## src/rtl/gpio_pkg.sv

```systemverilog
// Shared definitions for the GPIO register bank.
// Assumes the address is {kind, port} with the kind in the two upper bits.
package gpio_pkg;
    typedef enum logic [1:0] {
        KIND_IN  = 2'd0,
        KIND_OUT = 2'd1,
        KIND_POL = 2'd2,
        KIND_DIR = 2'd3
    } reg_kind_e;
endpackage

```

## src/rtl/gpio_sync.sv

```systemverilog
// Brings asynchronous pin levels into the clock domain.
// Two synchroniser flops feed the input register, so the register lags the pins by three edges.
// Assumes each pin is stable long enough to be seen; no glitch filtering.
module gpio_sync #(
    parameter int W = 16
) (
    input  logic         clk,
    input  logic         rst_n,
    input  logic [W-1:0] pin_async,
    output logic [W-1:0] in_q
);
    logic [W-1:0] meta_q;
    logic [W-1:0] sync_q;
    logic [1:0]   age_q;

    // Purpose: synchronise pins and load the input register.
    always_ff @(posedge clk) begin
        if (!rst_n) begin
            meta_q <= '0;
            sync_q <= '0;
            in_q   <= '0;
        end else begin
            meta_q <= pin_async;
            sync_q <= meta_q;
            in_q   <= sync_q;
        end
    end

    // Purpose: count edges since reset, saturating, so the assertion looks back only over valid history.
    always_ff @(posedge clk) begin
        if (!rst_n)           age_q <= '0;
        else if (age_q != 2'd3) age_q <= age_q + 2'd1;
    end

    // the input register follows the pins with a three-edge lag
    p_in_track_r5: assert property (@(posedge clk) disable iff (!rst_n)
        (age_q == 2'd3) |-> (in_q == $past(pin_async, 3)));
endmodule

```

## src/rtl/gpio_port.sv

```systemverilog
// Register set for one byte-wide port: output, polarity and direction.
// Assumes wr_en is already qualified with this port's select.
// Writes of the input kind are dropped.
module gpio_port
    import gpio_pkg::*;
#(
    parameter int W = 8
) (
    input  logic         clk,
    input  logic         rst_n,
    input  logic         wr_en,
    input  reg_kind_e    wr_kind,
    input  logic [W-1:0] wdata,
    output logic [W-1:0] out_q,
    output logic [W-1:0] pol_q,
    output logic [W-1:0] dir_q,
    output logic [W-1:0] oe,
    output logic [W-1:0] drive
);
    // Purpose: hold the writable registers and apply write strobes.
    always_ff @(posedge clk) begin
        if (!rst_n) begin
            out_q <= '1;
            pol_q <= '0;
            dir_q <= '1;
        end else if (wr_en) begin
            case (wr_kind)
                KIND_OUT: out_q <= wdata;
                KIND_POL: pol_q <= wdata;
                KIND_DIR: dir_q <= wdata;
                default:  ;
            endcase
        end
    end

    // Purpose: enable drivers for output pins and keep undriven pins at zero.
    always_comb begin
        oe    = ~dir_q;
        drive = out_q & ~dir_q;
    end

    // defaults present on the first cycle after reset
    p_reset_dflt_r2: assert property (@(posedge clk) disable iff (!rst_n)
        $past(!rst_n) |-> (out_q == '1 && pol_q == '0 && dir_q == '1));
    // an output write lands at the strobe edge
    p_out_write_r4: assert property (@(posedge clk) disable iff (!rst_n)
        (wr_en && wr_kind == KIND_OUT) |=> (out_q == $past(wdata)));
    // an input-kind write leaves every register alone
    p_in_write_ignored_r6: assert property (@(posedge clk) disable iff (!rst_n)
        (wr_en && wr_kind == KIND_IN) |=> ($stable(out_q) && $stable(pol_q) && $stable(dir_q)));
endmodule

```

## src/rtl/gpio_regbank.sv

```systemverilog
// Two-port GPIO register bank behind a byte-wide register bus.
// Decodes {kind, port} addresses, keeps per-port registers, drives pin enables and values,
// and captures read data on the read strobe.
// Assumes NUM_PORTS is a power of two, at least 2.
module gpio_regbank
    import gpio_pkg::*;
#(
    parameter int PORT_W    = 8,
    parameter int NUM_PORTS = 2
) (
    input  logic                          clk,
    input  logic                          rst_n,
    input  logic                          bus_wr,
    input  logic                          bus_rd,
    input  logic [$clog2(NUM_PORTS)+1:0]  bus_addr,
    input  logic [PORT_W-1:0]             bus_wdata,
    output logic [PORT_W-1:0]             bus_rdata,
    input  logic [PORT_W*NUM_PORTS-1:0]   pin_in,
    output logic [PORT_W*NUM_PORTS-1:0]   pin_oe,
    output logic [PORT_W*NUM_PORTS-1:0]   pin_out
);
    localparam int PSEL_W = $clog2(NUM_PORTS);
    localparam int ADDR_W = PSEL_W + 2;
    localparam int PINS   = PORT_W * NUM_PORTS;

    reg_kind_e         sel_kind;
    logic [PSEL_W-1:0] sel_port;
    logic [PINS-1:0]   in_all;
    logic [PORT_W-1:0] in_a  [NUM_PORTS];
    logic [PORT_W-1:0] out_a [NUM_PORTS];
    logic [PORT_W-1:0] pol_a [NUM_PORTS];
    logic [PORT_W-1:0] dir_a [NUM_PORTS];
    logic [PORT_W-1:0] rd_mux;

    // Purpose: split the address into register kind and port select.
    always_comb begin
        sel_kind = reg_kind_e'(bus_addr[ADDR_W-1 -: 2]);
        sel_port = bus_addr[PSEL_W-1:0];
    end

    gpio_sync #(.W(PINS)) u_sync (
        .clk       (clk),
        .rst_n     (rst_n),
        .pin_async (pin_in),
        .in_q      (in_all)
    );

    for (genvar p = 0; p < NUM_PORTS; p++) begin : g_port
        logic wr_hit;
        // Purpose: qualify the write strobe with this port's select.
        always_comb wr_hit = bus_wr && (sel_port == PSEL_W'(p));
        // Purpose: expose this port's slice of the input register.
        always_comb in_a[p] = in_all[p*PORT_W +: PORT_W];

        gpio_port #(.W(PORT_W)) u_port (
            .clk     (clk),
            .rst_n   (rst_n),
            .wr_en   (wr_hit),
            .wr_kind (sel_kind),
            .wdata   (bus_wdata),
            .out_q   (out_a[p]),
            .pol_q   (pol_a[p]),
            .dir_q   (dir_a[p]),
            .oe      (pin_oe[p*PORT_W +: PORT_W]),
            .drive   (pin_out[p*PORT_W +: PORT_W])
        );
    end

    // Purpose: select the addressed register; input reads go through the polarity mask.
    always_comb begin
        case (sel_kind)
            KIND_IN:  rd_mux = in_a[sel_port] ^ pol_a[sel_port];
            KIND_OUT: rd_mux = out_a[sel_port];
            KIND_POL: rd_mux = pol_a[sel_port];
            default:  rd_mux = dir_a[sel_port];
        endcase
    end

    // Purpose: capture the read byte on the strobe and hold it while it is shifted out.
    always_ff @(posedge clk) begin
        if (!rst_n)      bus_rdata <= '0;
        else if (bus_rd) bus_rdata <= rd_mux;
    end

    // read data holds between strobes
    p_rd_hold_r9: assert property (@(posedge clk) disable iff (!rst_n)
        !bus_rd |=> $stable(bus_rdata));
    // input read is the sampled pins XOR polarity
    p_rd_in_pol_r7: assert property (@(posedge clk) disable iff (!rst_n)
        (bus_rd && sel_kind == KIND_IN) |=>
            (bus_rdata == $past(in_a[sel_port] ^ pol_a[sel_port])));
    // output read returns the stored value from before any same-cycle write
    p_rd_out_r8: assert property (@(posedge clk) disable iff (!rst_n)
        (bus_rd && sel_kind == KIND_OUT) |=> (bus_rdata == $past(out_a[sel_port])));
endmodule

```

## config.mk

```make
export PLATFORM = sky130hd
export DESIGN_NAME = gpio_regbank
export DESIGN_NICKNAME = d
export VERILOG_FILES = /design/src/rtl/gpio_pkg.sv /design/src/rtl/gpio_sync.sv /design/src/rtl/gpio_port.sv /design/src/rtl/gpio_regbank.sv
export SDC_FILE = /design/constraint.sdc
export NUM_CORES = 1
export LEC_CHECK = 0
export BUFFER_PORTS_ARGS = -buffer_cell sky130_fd_sc_hd__buf_4
export CORE_AREA = 2 2 120 122
export CTS_CLUSTER_DIAMETER = 60
export DETAILED_ROUTE_END_ITERATION = 10
export DIE_AREA = 0 0 122 124
export HOLD_SLACK_MARGIN = 0.08
export SYNTH_ARGS = -nofsm -noshare
export SYNTH_HDL_FRONTEND = slang
export SYNTH_SLANG_ARGS = --single-unit
```

## constraint.sdc

```tcl
create_clock -name clk -period 3.65 [get_ports clk]
set_clock_uncertainty 0.15 [all_clocks]
set_input_delay 0.73 -clock clk [delete_from_list [all_inputs] [get_ports clk]]
set_output_delay 0.73 -clock clk [all_outputs]
set_load 0.02 [all_outputs]
```

==> impl_metrics.csv, run 1 <==
group,metric,value,unit
route,firstDrtPassIters,6,
layout,nFillCells,1401,
pwr,vdd_ir_drop_max,0.289,mV
place,routabilityCongestion,0.813,
sta,slew_headroom,43.4,%
route,routedWlPerCell,14.4,µm
route,vias,3159,
route,drtIter0Drc,226,
synthesis,yosysWarnings,0,
layout,multi_input_area,0.00184,mm²
clocking,clk_latency,340,ps
clocking,postCtsSetupRepairBufs,0,
sta,hold_viol,0,
synthesis,yosys-top-cells-count,"dfxtp_1 (104), nand2_1 (90), and2_1 (48)",
route,drcViolationCount,0,
synthesis,ys_types,33,
floorplanning,num_io_pins,71,
clocking,cts.repair.resized,0,
synthesis,synth_top_area_share,50.7,%
global_route,grt_pass1_vias,3169,
floorplanning,die_h,124,µm
clocking,cts.sinks,104,
route,drt-total-wl,9.76,mm
clocking,cts.clk_slew.worst_paths,60,ps
sta,min_period,1930,ps
floorplanning,rows,43,
synthesis,syn-cell-area,0.00410,mm²
worst_hold_path,hold_path.class,"reg2reg",
synthesis,ys.flop_type,"dfxtp_1",
pwr,leakage,2.18,nW
synthesis,ys_seq_area_share,50.7,%
sta,min_period_over_period,52.8,%
layout,diodes,0,
worst_setup_path,worstPathArrival,1050,ps
clocking,h-tree-depth,3,
synthesis,synth.avg_cell_area,9.43,µm²
layout,syn2layout_area_growth,23.2,%
route,vias_per_cell,4.65,
layout,drive_gt1_share,21.2,%
sta,worst_slew_pin_slew,849,ps
sta,rsz0062_at_grt,"no",
global_route,gr-usage-all-layers,13.6,%
floorplanning,initial_core_util,29.9,%
clocking,postCtsHoldBufs,0,
worst_setup_path,crit_path_start_kind,"register",
synthesis,synth-seq-cells,104,
pwr,intPower,1.91,mW
layout,utilization,36.8,%
sta,fin_tns_setup,0,ps
status,status,"completed",
global_route,grt_max_degree,105,
place,dpl-instance-area,0.00473,mm²
pwr,p_comb_share,9.1,%
worst_setup_path,reg2reg_depth,3,
synthesis,yosysMostFrequentCell,"dfxtp_1",
synthesis,synth_area_leader_cell,"dfxtp_1",
worst_hold_path,holdPathStages,1,
global_route,antenna_found_initial,0,
worst_setup_path,path_max_fanout,3,
worst_setup_path,cp-end-kind,"output port",
floorplanning,die_x,122,µm
sta,maxSlewViolCount,0,
worst_hold_path,holdCritStartpoint,"u_sync.meta_q[2]",
clocking,cts_buffer_depth,2,
layout,layout.nets,526,
synthesis,postSynthCellCount,435,
synthesis,syn_nets,466,
sta,hold_ws,279,ps
global_route,grt_pass1_wl,15.7,mm
route,ant_nets,0,
clocking,tritoncts,"built",
worst_setup_path,worst_r2r_startpoint,"g_port[1].u_port.dir_q[0]",
pwr,power_density,485,mW/mm²
run,max_cap_viol_count,0,
pwr,power_switching_share,22.0,%
place,portBuffers,70,
place,dp_hpwl,6.84,mm
synthesis,ys_async_sr_fraction,0,%
clocking,cts_buffers,9,
floorplanning,dieArea,0.0151,mm²
sta,fmax,519,MHz
worst_setup_path,path_class,"reg2out",
pwr,p_total,2.45,mW
layout,finalInstanceArea,0.00505,mm²
worst_setup_path,cp_data_required_time,2770,ps
floorplanning,core_region_area,0.0137,mm²
pwr,power_frac_seq,49.1,%
layout,seqCellArea,0.00208,mm²
pwr,clockPowerShare,41.8,%
global_route,grt_overflow_total,0,
pwr,p_switching,0.540,mW
synthesis,synth_area_leaders,"dfxtp_1 (51%), nand2_1 (8.2%), and2_1 (7.3%)",
clocking,cts_root_buf,"clkbuf_16",
worst_setup_path,timing.rr.end,"bus_rdata[0]",
sta,finalSetupViolCount,0,
synthesis,synth_edf_count,0,
worst_hold_path,hold_end,"u_sync.sync_q[2]",
worst_setup_path,rrSetupSlack,2420,ps
==> routing by layer <==
layer	track usage (%)	vias to the layer above	part of all wire, %
met3	3.16	14	6.3
met5	0	-	0
met1	16.6	1515	42
met2	23.5	86	50
met4	5.03	0	1.8
li1	-	1544	-
==> cell usage in the layout (no fill, tap or decap), types with 8 or more instances in the layout <==
master / instances
o21ai_0: 16
and2_1: 48
dfxtp_1: 104
o211ai_1: 16
a21boi_0: 12
nand3_1: 18
nor2b_1: 19
buf_4: 70
inv_1: 16
xnor2_1: 9
nand2_1: 90
clkbuf_16: 9
mux2i_1: 8
==> logic make-up (layout without fill, tap and decap cells) <==
logic type	after synthesis	in the layout	share of synthesized area (%)
and+or+nand+nor	198	198	24.8
DFF	104	104	50.7
AOI/OAI and AO/OA	64	64	10.6
buffers and inverters	37	101	4.39
xor gates and xnor gates	16	16	3.42
muxes	16	16	6.07
==> through the flow <==
| stage | std cells | setup WS [ps] |
|---|---|---|
| global route | 679 | 1670 |
| global placement | 664 | 1550 |
| detailed placement | 664 | 1500 |
| finish | 679 | 1720 |
| floorplan | 435 | 1740 |
| CTS | 679 | 1700 |
==> how the worst max path moves through the flow <==
stage	to	slack [ps]	from	depth (start not counted)
finish	pin_out[0]	1720	g_port[0].u_port.out_q[0]	2
global route	pin_out[0]	1670	g_port[0].u_port.out_q[0]	2
global placement	bus_rdata[0]	1550	bus_addr[0]	5
detailed placement	bus_rdata[0]	1500	bus_addr[2]	5
floorplan	bus_rdata[0]	1740	bus_addr[0]	5
CTS	pin_out[9]	1700	g_port[1].u_port.out_q[1]	2
==> sequential cells by signal (all words and copies together), names as in the netlist <==
| register | count |
|---|---|
| u_sync.sync_q | 16 |
| bus_rdata | 8 |
| u_sync.meta_q | 16 |
| g_port.u_port.out_q | 16 |
| g_port.u_port.pol_q | 16 |
| u_sync.in_q | 16 |
| g_port.u_port.dir_q | 16 |
==> cell type report <==
| type | instances | area share [%] |
|---|---|---|
| clock buffers | 12 | 5.07 |
| flip-flops and latches | 104 | 41.2 |
| clock inverters | 3 | 1.29 |
| inverters | 16 | 1.19 |
| multi-input cells | 294 | 36.4 |
| repair buffers | 70 | 10.4 |
| well taps | 180 | 4.46 |
==> power by group through the flow <==
stage | logic (mW) | clock network [mW] | registers [mW]
4_1_cts | 0.228 | 1.05 | 1.20
6_report | 0.224 | 1.03 | 1.20
2_1_floorplan | 0.135 | 0 | 1.23
3_5_place_dp | 0.227 | 0 | 1.23
5_1_grt | 0.248 | 1.10 | 1.21
3_3_place_gp | 0.224 | 0 | 1.23
==> worst max-delay path, stage by stage (launching register included) <==
cell and delay, ps:
dfxtp_1 370, nor2b_1 180, buf_4 160
Note: power is estimated with default switching activity, not from simulation.
==> run 2, diff against run 1 <==
==> constraint.sdc (replaced) <==
create_clock -name clk -period 1.9 [get_ports clk]
set_clock_uncertainty 0.15 [all_clocks]
set_input_delay 0.38 -clock clk [delete_from_list [all_inputs] [get_ports clk]]
set_output_delay 0.38 -clock clk [all_outputs]
set_load 0.02 [all_outputs]
==> run 2 against run 1 <==
Net effect: sequential share of layout area down 0.20 points; wire length up 0.38%; first-iteration DRC count is 10% higher; critical endpoint is now pin_out[8]; clock power up 82%; register-to-register slack got worse by 1800 ps; sequential power increased by 93%; via count is 0.73% lower; worst setup slack worse by 1400 ps; sequential cell count is the same; global-route usage is essentially flat; largest power group unchanged; die area did not move; total power increased by 88%.
==> impl_metrics.csv, run 2 (synthesis results as in run 1) <==
group,metric,value,unit
place,dp_hpwl,7.12,mm
clocking,cts_root_buf,"clkbuf_16",
global_route,grt_pass1_vias,3142,
layout,multi_input_area,0.00184,mm²
worst_setup_path,cp-end-kind,"output port",
global_route,gr-usage-all-layers,13.6,%
pwr,power_switching_share,24.3,%
route,wl_met1,4.38,mm
sta,rsz0062_at_grt,"no",
clocking,postCtsSetupRepairBufs,0,
clocking,cts.clk_slew.worst_paths,70,ps
sta,maxSlewViolCount,0,
pwr,power_density,910,mW/mm²
global_route,grt_overflow_total,0,
layout,layout.nets,530,
route,vias,3136,
clocking,cts_buffers,9,
clocking,cts_buffer_depth,2,
worst_setup_path,cp_data_required_time,1370,ps
pwr,p_switching,1.12,mW
floorplanning,dieArea,0.0151,mm²
global_route,antenna_found_initial,0,
floorplanning,initial_core_util,29.9,%
pwr,vdd_ir_drop_max,0.440,mV
sta,fmax,623,MHz
sta,worst_slew_pin_slew,468,ps
worst_setup_path,rrSetupSlack,640,ps
global_route,grt_max_degree,48,
route,drtIter0Drc,249,
clocking,tritoncts,"built",
floorplanning,rows,43,
floorplanning,num_io_pins,71,
sta,min_period,1600,ps
pwr,leakage,2.18,nW
pwr,power_frac_seq,50.0,%
route,drt-total-wl,9.80,mm
layout,drive_gt1_share,22.2,%
run,max_cap_viol_count,0,
clocking,cts.sinks,104,
worst_setup_path,worstPathArrival,1070,ps
route,highest_layer,"met4",
status,status,"completed",
layout,seqCellArea,0.00208,mm²
worst_setup_path,path_max_fanout,3,
pwr,intPower,3.50,mW
place,dpl-instance-area,0.00478,mm²
sta,min_period_over_period,84.5,%
layout,layout_common_cells,"dfxtp_1 (104), nand2_1 (90), buf_4 (73)",
layout,diodes,0,
global_route,grt_pass1_wl,15.6,mm
route,ant_nets,0,
route,drcViolationCount,0,
clocking,clk_latency,340,ps
worst_hold_path,hold_path.class,"in2reg",
place,routabilityCongestion,0.832,
clocking,postCtsHoldBufs,0,
layout,nFillCells,1394,
sta,slew_headroom,68.8,%
worst_setup_path,path_class,"reg2out",
route,routedWlPerCell,14.3,µm
layout,final_common_cell,"dfxtp_1",
route,routed-wl-met3,503,µm
clocking,h-tree-depth,3,
sta,finalSetupViolCount,0,
route,vias_per_cell,4.58,
layout,syn2layout_area_growth,23.8,%
floorplanning,die_x,122,µm
sta,fin_tns_setup,0,ps
route,routed-wl-met2,4.84,mm
floorplanning,die_h,124,µm
worst_setup_path,crit_path_start_kind,"register",
place,portBuffers,70,
pwr,clockPowerShare,40.5,%
clocking,cts.repair.resized,0,
layout,finalInstanceArea,0.00508,mm²
route,firstDrtPassIters,5,
sta,hold_viol,0,
floorplanning,core_region_area,0.0137,mm²
pwr,p_comb_share,9.5,%
## run 2: area by class of cell
type / instances / area share, %
inverter: 16 / 1.18
clock inverter: 7 / 1.55
timing repair buffer: 74 / 11.2
tap: 180 / 4.43
clock buffer: 9 / 4.43
sequential: 104 / 41.0
multi-input combinational: 294 / 36.2
## run 2: path summary, 6_finish.rpt
| kind | cells after the start | from | endpoint |
|---|---|---|---|
| setup / recovery | 2 | g_port[1].u_port.out_q[0] | pin_out[8] |
| hold / removal | 2 | pin_in[9] | u_sync.meta_q[9] |
| setup reg to reg | 4 | g_port[1].u_port.out_q[7] | bus_rdata[7] |
| hold reg to reg | 1 | u_sync.meta_q[1] | u_sync.sync_q[1] |
## run 2: metal layers
| layer | vias up | track usage, % |
|---|---|---|
| met1 | 1489 | 17.2 |
| li1 | 1561 | - |
| met5 | - | 0 |
| met4 | 0 | 4.38 |
| met3 | 5 | 3.02 |
| met2 | 81 | 23.0 |
## run 2: per-stage QoR
stage          utilization (%)  instances  total power, mW  setup slack [ps]  hold slack [ps]
4_1_cts                   37.0        684             4.68               267             80.9
3_5_place_dp              34.8        668             2.81               132              272
6_report                  37.0        684             4.62               295             93.9
2_1_floorplan                -        435             2.62               339              262
5_1_grt                   37.0        684             4.82               242             81.7
3_3_place_gp              34.8        668             2.80               163              270
## run 2: worst max-delay path: stages, from the launching register on
cell	delay, ps
dfxtp_1	360
nor2b_1	200
buf_4	170
## run 2: power groups by stage
| stage | combinational, mW | clock [mW] | sequential (mW) |
|---|---|---|---|
| after CTS | 0.445 | 1.92 | 2.31 |
| after global routing | 0.482 | 2.02 | 2.32 |
| after floorplan | 0.259 | 0 | 2.36 |
| after detailed placement | 0.444 | 0 | 2.36 |
| after global placement | 0.436 | 0 | 2.36 |
| final | 0.438 | 1.87 | 2.31 |
==> run 3, diff against run 2 <==
--- a/config.mk
+++ b/config.mk
@@ -5,11 +5,12 @@
 export SDC_FILE = /design/constraint.sdc
 export NUM_CORES = 1
 export LEC_CHECK = 0
+export ABC_AREA = 1
 export BUFFER_PORTS_ARGS = -buffer_cell sky130_fd_sc_hd__buf_4
-export CORE_AREA = 2 2 120 122
+export CORE_AREA = 2 2 125 127
 export CTS_CLUSTER_DIAMETER = 60
 export DETAILED_ROUTE_END_ITERATION = 10
-export DIE_AREA = 0 0 122 124
+export DIE_AREA = 0 0 127 129
 export HOLD_SLACK_MARGIN = 0.08
 export SYNTH_ARGS = -nofsm -noshare
 export SYNTH_HDL_FRONTEND = slang
==> constraint.sdc (replaced) <==
create_clock -name clk -period 1.58 [get_ports clk]
set_clock_uncertainty 0.15 [all_clocks]
set_input_delay 0.316 -clock clk [delete_from_list [all_inputs] [get_ports clk]]
set_output_delay 0.316 -clock clk [all_outputs]
set_load 0.02 [all_outputs]
==> run 3 against run 2 <==
Net effect: worst setup slack lost 200 ps; sequential share of layout area shrank 4.9 points; area after synthesis grew 8.1%; utilization grew 1.5 points.
==> impl_metrics.csv, run 3 <==
group,metric,value,unit
status,status,"completed",
route,firstDrtPassIters,4,
place,portBuffers,70,
route,drcViolationCount,0,
floorplanning,num_io_pins,71,
sta,hold_ws,97.0,ps
route,routedWlPerCell,11.8,µm
layout,finalInstanceArea,0.00577,mm²
place,place_inst,915,
layout,layout.nets,787,
layout,drive_gt1_share,15.2,%
place,dp_hpwl,7.90,mm
sta,min_period_over_period,94.2,%
sta,slew_headroom,77.1,%
clocking,cts.repair.resized,0,
worst_setup_path,reg2reg_depth,8,
sta,hold_viol,0,
pwr,p_comb_share,12.2,%
place,pre_cts_slack,125,ps
run,max_cap_viol_count,0,
floorplanning,core_region_area,0.0150,mm²
clocking,cts_buffers,9,
synthesis,synth_area_leader_cell,"dfxtp_1",
sta,fin_tns_setup,0,ps
sta,fmax,672,MHz
sta,rsz0062_at_grt,"no",
synthesis,yosysWarnings,0,
clocking,cts_root_buf,"clkbuf_16",
layout,syn2layout_area_growth,30.1,%
route,vias_per_cell,4.20,
pwr,power_frac_seq,48.4,%
synthesis,synth_edf_count,0,
worst_setup_path,crit_path_start_kind,"register",
floorplanning,die_x,127,µm
floorplanning,rows,45,
sta,finalSetupViolCount,0,
synthesis,yosys-top-cells-count,"nand2_1 (253), inv_1 (133), dfxtp_1 (104)",
worst_setup_path,rrSetupSlack,510,ps
route,drtIter0Drc,249,
global_route,grt_overflow_total,0,
global_route,grt_pass1_wl,18.8,mm
pwr,power_switching_share,27.5,%
worst_setup_path,crit_start,"g_port[0].u_port.out_q[2]",
synthesis,synth-seq-cells,104,
clocking,h-tree-depth,3,
worst_setup_path,endpoint,"pin_out[2]",
route,drt-total-wl,11.2,mm
clocking,tritoncts,"built",
pwr,vdd_ir_drop_max,0.554,mV
synthesis,ys_async_sr_fraction,0,%
floorplanning,dieArea,0.0164,mm²
floorplanning,die_h,129,µm
sta,finalWorstSetupSlack,91.3,ps
synthesis,synth_top_area_share,47.0,%
worst_setup_path,path_max_fanout,3,
worst_setup_path,path_class,"reg2out",
route,vias,3982,
layout,instances_no_fill,949,
place,routabilityCongestion,0.841,
synthesis,ys_types,16,
pwr,intPower,4.16,mW
synthesis,postSynthCellCount,666,
synthesis,syn-cell-area,0.00443,mm²
pwr,p_total,5.74,mW
clocking,clk_latency,350,ps
sta,maxSlewViolCount,0,
worst_setup_path,cp-end-kind,"output port",
layout,utilization,38.5,%
global_route,gr-usage-all-layers,14.6,%
clocking,cts.sinks,104,
worst_hold_path,hold_path.class,"in2reg",
synthesis,synth.avg_cell_area,6.66,µm²
global_route,grt_pass1_vias,3889,
layout,diodes,0,
clocking,cts.clk_slew.worst_paths,80,ps
synthesis,synth_area_leaders,"dfxtp_1 (47%), nand2_1 (21%), inv_1 (11%)",
clocking,postCtsSetupRepairBufs,0,
layout,layout_common_cells,"nand2_1 (253), inv_1 (133), dfxtp_1 (104)",
worst_setup_path,cp_data_required_time,1110,ps
layout,nFillCells,1588,
worst_setup_path,timing.rr.end,"bus_rdata[6]",
synthesis,ys.flop_type,"dfxtp_1",
pwr,p_switching,1.58,mW
worst_setup_path,worst_r2r_startpoint,"g_port[1].u_port.out_q[6]",
pwr,power_density,995,mW/mm²
clocking,cts_buffer_depth,2,
synthesis,syn_nets,697,
worst_setup_path,worstPathArrival,1020,ps
pwr,leakage,3.25,nW
sta,worst_slew_pin_slew,342,ps
global_route,antenna_found_initial,0,
floorplanning,initial_core_util,29.6,%
place,dpl-instance-area,0.00528,mm²
synthesis,ys_seq_area_share,47.0,%
layout,final_common_cell,"nand2_1",
sta,min_period,1490,ps
synthesis,yosysMostFrequentCell,"nand2_1",
global_route,grt_max_degree,49,
clocking,postCtsHoldBufs,18,
route,ant_nets,0,
pwr,clockPowerShare,39.4,%
run 3: layout make-up:
cell class	instances	area [µm²]	area share, %
Sequential cell	104	2080	36.1
Multi-Input combinational cell	396	1700	29.5
Timing Repair Buffer	107	923	16.0
Inverter	138	518	8.98
Tap cell	188	235	4.08
Clock buffer	9	225	3.90
Clock inverter	7	83.8	1.45
run 3: worst min-delay path by stage:
stage                     depth (start not counted)         startpoint  slack (ps)                   endpoint
final                                             3       bus_wdata[5]         100  g_port[0].u_port.out_q[5]
after global routing                              3       bus_wdata[1]         100  g_port[1].u_port.out_q[1]
after CTS                                         3       bus_wdata[0]          90  g_port[1].u_port.out_q[0]
after detailed placement                          2   u_sync.meta_q[8]         250           u_sync.sync_q[8]
after global placement                            2  u_sync.meta_q[10]         240          u_sync.sync_q[10]
after floorplan                                   2   u_sync.sync_q[0]         240             u_sync.in_q[0]
run 3: cell families (layout without fill, tap and decap cells):
group                  after synthesis  after routing  synth area share, %
AND/OR/NAND/NOR                    316            316                 28.0
buffers and inverters              166            261                 14.6
flip-flops                         104            104                 47.0
AO/OA/AOI/OAI                       80             80                 10.4
run 3: critical path, stage by stage (launching register included):
cell	delay [ps]
dfxtp_1	310
inv_1	60
nor2_1	130
buf_4	160
run 3: layer usage:
| layer | GRT usage (%) | up-vias | part of all wire, % |
|---|---|---|---|
| li1 | - | 2160 | - |
| met1 | 18.1 | 1723 | 45 |
| met5 | 0 | - | 0 |
| met4 | 5.95 | 0 | 2.0 |
| met3 | 3.41 | 12 | 4.9 |
| met2 | 24.4 | 87 | 48 |
run 3: power groups by stage:
stage | Clock (mW) | Combinational [mW] | Sequential, mW
final | 2.26 | 0.702 | 2.78
after global routing | 2.45 | 0.793 | 2.79
after CTS | 2.33 | 0.709 | 2.78
after detailed placement | 0 | 0.671 | 2.84
after global placement | 0 | 0.667 | 2.84
after floorplan | 0 | 0.378 | 2.84
